$ cat config.mk
export PLATFORM = sky130hd
export DESIGN_NAME = mbx_irq
export DESIGN_NICKNAME = d
export VERILOG_FILES = /design/src/rtl/mbx_pkg.sv /design/src/rtl/mbx_port_decode.sv /design/src/rtl/mbx_flag_fsm.sv /design/src/rtl/mbx_irq.sv
export SDC_FILE = /design/constraint.sdc
export NUM_CORES = 1
export LEC_CHECK = 0
export BUFFER_PORTS_ARGS = -buffer_cell sky130_fd_sc_hd__buf_2
export CELL_PAD_IN_SITES_DETAIL_PLACEMENT = 1
export CELL_PAD_IN_SITES_GLOBAL_PLACEMENT = 1
export CORE_AREA = 2 2 39 41
export CTS_BUF_LIST = sky130_fd_sc_hd__clkbuf_4 sky130_fd_sc_hd__clkbuf_8
export DETAILED_ROUTE_END_ITERATION = 8
export DIE_AREA = 0 0 41 43
export HOLD_SLACK_MARGIN = 0.15
export PLACE_DENSITY = 0.84
export REMOVE_ABC_BUFFERS = 1
export SLEW_MARGIN = 20
export SYNTH_ARGS = -nofsm -noshare
export SYNTH_HDL_FRONTEND = slang
export SYNTH_SLANG_ARGS = --single-unit
$ cat constraint.sdc
create_clock -name clk -period 0.8 [get_ports clk]
set_input_delay 0.08 -clock clk [delete_from_list [all_inputs] [get_ports clk]]
set_output_delay 0.08 -clock clk [all_outputs]
set_load 0.005 [all_outputs]
$ cat src/rtl/mbx_pkg.sv
`timescale 1ns/1ps
package mbx_pkg;

    typedef enum logic {
        MBX_EMPTY = 1'b0,
        MBX_FULL  = 1'b1
    } mbx_state_e;

    localparam int unsigned NUM_PORTS = 2;
    localparam int unsigned PORT_LFT  = 0;
    localparam int unsigned PORT_RGT  = 1;

endpackage

$ cat src/rtl/mbx_port_decode.sv
`timescale 1ns/1ps
module mbx_port_decode #(
    parameter int unsigned       ADDR_W  = 11,
    parameter logic [ADDR_W-1:0] TX_ADDR = '1,
    parameter logic [ADDR_W-1:0] RX_ADDR = '0
) (
    input  logic [ADDR_W-1:0] addr_i,
    input  logic              sel_n_i,
    input  logic              wr_n_i,
    input  logic              oe_n_i,
    output logic              deposit_o,
    output logic              collect_o
);

    logic active;

    always_comb begin
        active    = !sel_n_i;
        deposit_o = active && !wr_n_i && (addr_i == TX_ADDR);
        collect_o = active && wr_n_i && !oe_n_i && (addr_i == RX_ADDR);
    end

endmodule

$ cat src/rtl/mbx_flag_fsm.sv
`timescale 1ns/1ps
module mbx_flag_fsm
    import mbx_pkg::*;
(
    input  logic clk,
    input  logic rst_n,
    input  logic deposit_i,
    input  logic collect_i,
    output logic irq_n_o
);

    mbx_state_e state_q, state_d;

    always_comb begin
        state_d = state_q;
        unique case (state_q)
            MBX_EMPTY: if (deposit_i) state_d = MBX_FULL;
            MBX_FULL:  if (collect_i && !deposit_i) state_d = MBX_EMPTY;
            default:   state_d = MBX_EMPTY;
        endcase
    end

    always_ff @(posedge clk or negedge rst_n) begin
        if (!rst_n) state_q <= MBX_EMPTY;
        else        state_q <= state_d;
    end

    always_comb begin
        irq_n_o = (state_q != MBX_FULL);
    end

endmodule

$ cat src/rtl/mbx_irq.sv
`timescale 1ns/1ps
module mbx_irq
    import mbx_pkg::*;
#(
    parameter int unsigned ADDR_W = 11
) (
    input  logic              clk,
    input  logic              rst_n,
    input  logic [ADDR_W-1:0] lft_addr,
    input  logic              lft_sel_n,
    input  logic              lft_wr_n,
    input  logic              lft_oe_n,
    input  logic [ADDR_W-1:0] rgt_addr,
    input  logic              rgt_sel_n,
    input  logic              rgt_wr_n,
    input  logic              rgt_oe_n,
    output logic              lft_irq_n,
    output logic              rgt_irq_n
);

    localparam logic [ADDR_W-1:0] LFT_BOX = {{(ADDR_W-1){1'b1}}, 1'b0};
    localparam logic [ADDR_W-1:0] RGT_BOX = {ADDR_W{1'b1}};

    logic [ADDR_W-1:0]    addr_a [NUM_PORTS];
    logic [NUM_PORTS-1:0] sel_n_a, wr_n_a, oe_n_a;
    logic [NUM_PORTS-1:0] deposit, collect, irq_n;

    always_comb begin
        addr_a[PORT_LFT]  = lft_addr;
        addr_a[PORT_RGT]  = rgt_addr;
        sel_n_a           = {rgt_sel_n, lft_sel_n};
        wr_n_a            = {rgt_wr_n, lft_wr_n};
        oe_n_a            = {rgt_oe_n, lft_oe_n};
        lft_irq_n         = irq_n[PORT_LFT];
        rgt_irq_n         = irq_n[PORT_RGT];
    end

    for (genvar p = 0; p < NUM_PORTS; p++) begin : g_port
        localparam logic [ADDR_W-1:0] RX = (p == PORT_LFT) ? LFT_BOX : RGT_BOX;
        localparam logic [ADDR_W-1:0] TX = (p == PORT_LFT) ? RGT_BOX : LFT_BOX;

        mbx_port_decode #(
            .ADDR_W  (ADDR_W),
            .TX_ADDR (TX),
            .RX_ADDR (RX)
        ) dec_i (
            .addr_i    (addr_a[p]),
            .sel_n_i   (sel_n_a[p]),
            .wr_n_i    (wr_n_a[p]),
            .oe_n_i    (oe_n_a[p]),
            .deposit_o (deposit[p]),
            .collect_o (collect[p])
        );

        mbx_flag_fsm flag_i (
            .clk       (clk),
            .rst_n     (rst_n),
            .deposit_i (deposit[NUM_PORTS-1-p]),
            .collect_i (collect[p]),
            .irq_n_o   (irq_n[p])
        );
    end

endmodule

==> flow_summary.toml <==
[power_and_ir_drop]
power_density_nw_per_um2 = 969
ir_drop_mv = 0.366
leakage_uw = 0.000232
fin_total_pwr_uw = 434

[yosys]
synth_top_area_share_pct = 31.3
ys_seq_elements = 2
syn_inst = 19
yosysSeqAreaShare_pct = 31.3
synth_area_um2 = 160
async_flop_share_pct = 100
syn_avg_cell_area_um2 = 8.43
synthDistinctLibCells = 13
yosys_most_used_dff = "dfrtp_1"
yosysWarnings = 0
synth_top_cell_by_area = "dfrtp_1"
synth-edff-count = 0
synthTopCellsByArea = "dfrtp_1 (31%), nand4b_1 (11%), nand4_1 (7.8%)"

[drt]
wire_per_inst_um = 10.8
dr.pass1.iters = 1
drt_iter0_drc = 0
drc = 0
vias = 333
wl_um = 807
drtAntennaViolNets = 0
via_per_inst = 4.44

[grt]
overflow = 0
grt_util_all_layers_pct = 10.6
antenna_found_initial = 0
grt_max_degree = 3
grt_pass1_wl_mm = 1.21
first_global_vias = 319

[clock_tree]
holdBufCountCts = 1
cts_root_buffer = "clkbuf_4"
cts_max_level = 1
clk_latency_ns = 0.22
cts.reportedPaths.clkPinSlew_ns = 0.03
cts_buffers = 3
cts_tree = "built"
cts_max_path_buffers = 2
numClockSinks = 2

[sta]
clock.fmax_mhz = 1230
finClkSkew_ns = 0
rsz0062_at_grt = "true"
setup_viol = 2
worst_slack_ns = -0.0148
slew_headroom_pct = 84.3
finalHoldViolations = 0
period_share_pct = 102
min_period_ns = 0.815
worstMarginPinSlew_ns = 0.234
maxSlewViolCount = 0

[floorplan]
die_x_um = 41
dieArea_um2 = 1760
initial_core_util_pct = 11.6
ioPinCount = 32
rows = 14
core_um2 = 1380
die_h_um = 43

[final_layout]
top_register = "g_port.flag_i.state_q"
area_delta_synth_final_pct = 180
finalInstanceArea_um2 = 448
top_regs = "g_port.flag_i.state_q x2"
largest_register_ffs = 2
stdcell_count = 75
diodes = 0
drive_above_1_share_pct = 76.3
fin_util_pct = 32.4
fin_nets = 91

[status]
violations = "setup timing"
status = "finished with violations"

[job]
cap_violations = 0

[setup_path]
cp.required_ns = 0.72
path_cells = "inv_1, buf_2"
cpPeakStageDelay_ns = 0.35
path_buf_inv = 2
critPathSlowestCell = "dfrtp_1"
regToRegStartpoint = "g_port[0].flag_i.state_q$_DFF_PN0_"
critPathCaptureType = "primary output"
crit_cells = 2
critPathLaunch = "g_port[0].flag_i.state_q$_DFF_PN0_"
path_max_fanout = 2
ff2ff_path_depth = 3
critPathTopFamily = "flip-flops"
start_kind = "flop"
arrival_ns = 0.73
crit_type = "flop to primary output"

[place]
io_buffers = 31
gp_congestion = 0.632
placed_area_um2 = 358
place_inst = 69

[hold_path]
whs_path_depth = 2
hold_path_startpoint = "rgt_addr[0]"
hold_path.class = "input pin to flop"
==> layer usage <==
metal / up-vias / share of wire [%] / global-route usage, %
met3: 2 / 12 / 2.09
met4: 0 / 1.5 / 8.00
li1: 160 / - / -
met1: 148 / 31 / 10.2
met2: 23 / 55 / 18.1
met5: - / 0 / 0
==> metrics by stage <==
stage               setup WS [ns]  hold slack (ns)  TNS [ns]
detailed placement         -0.269           -0.132    -0.532
global placement           -0.269           -0.133    -0.518
floorplan                 -0.0927           -0.216    -0.185
CTS                       -0.0223           0.0723   -0.0432
finish                    -0.0148           0.0830   -0.0212
global route              -0.0463           0.0809   -0.0846
==> cell type report <==
type / count / area [µm²]
Multi-Input combinational cell: 15 / 139
Timing Repair Buffer: 37 / 209
Clock buffer: 3 / 22.5
Tap cell: 16 / 20.0
Sequential cell: 2 / 50.0
Inverter: 2 / 7.51
Fill cell: 177 / 936
==> final timing paths <==
kind	endpoint	slack (ns)
setup / recovery	lft_irq_n	-0.01
hold / removal	g_port[0].flag_i.state_q$_DFF_PN0_	0.08
setup reg to reg	g_port[0].flag_i.state_q$_DFF_PN0_	0.11
hold reg to reg	g_port[0].flag_i.state_q$_DFF_PN0_	0.60
max in group asynchronous	g_port[0].flag_i.state_q$_DFF_PN0_	0.52
min in group asynchronous	g_port[1].flag_i.state_q$_DFF_PN0_	0.18
==> timing repair <==
action | in CTS | in global routing
gates resized for setup | 2 | 7
hold endpoints to repair | 3 | 1
pin swaps | 2 | 1
cloned | 0 | 0
endpoints found under the setup margin | 4 | 4
setup buffers | 2 | 0
==> cell families (layout without fill, tap and decap cells) <==
| kind of cell | count (synthesis) | in the layout | synth area share [%] |
|---|---|---|---|
| buffers and inverters | 2 | 42 | 4.69 |
| flip-flops | 2 | 2 | 31.3 |
| AND/OR/NAND/NOR | 13 | 13 | 55.5 |
| AO/OA/AOI/OAI | 2 | 2 | 8.59 |
==> where the power goes <==
part           internal [µW]  switching [µW]
registers                102           0.136
clock network            166            59.9
logic                   68.2            37.9
==> cell usage in the layout (no fill, tap or decap), drive strengths merged <==
cell type / count
buf: 36
clkbuf: 3
nand4: 2
nand4b: 2
nand3: 2
dfrtp: 2
nor4: 2
inv: 2
or3: 1
or3b: 1
o32ai: 1
nand3b: 1
nand2b: 1
or4: 1
o21ai: 1
dlygate4sd3: 1
Note: power is estimated with default switching activity, not from simulation.
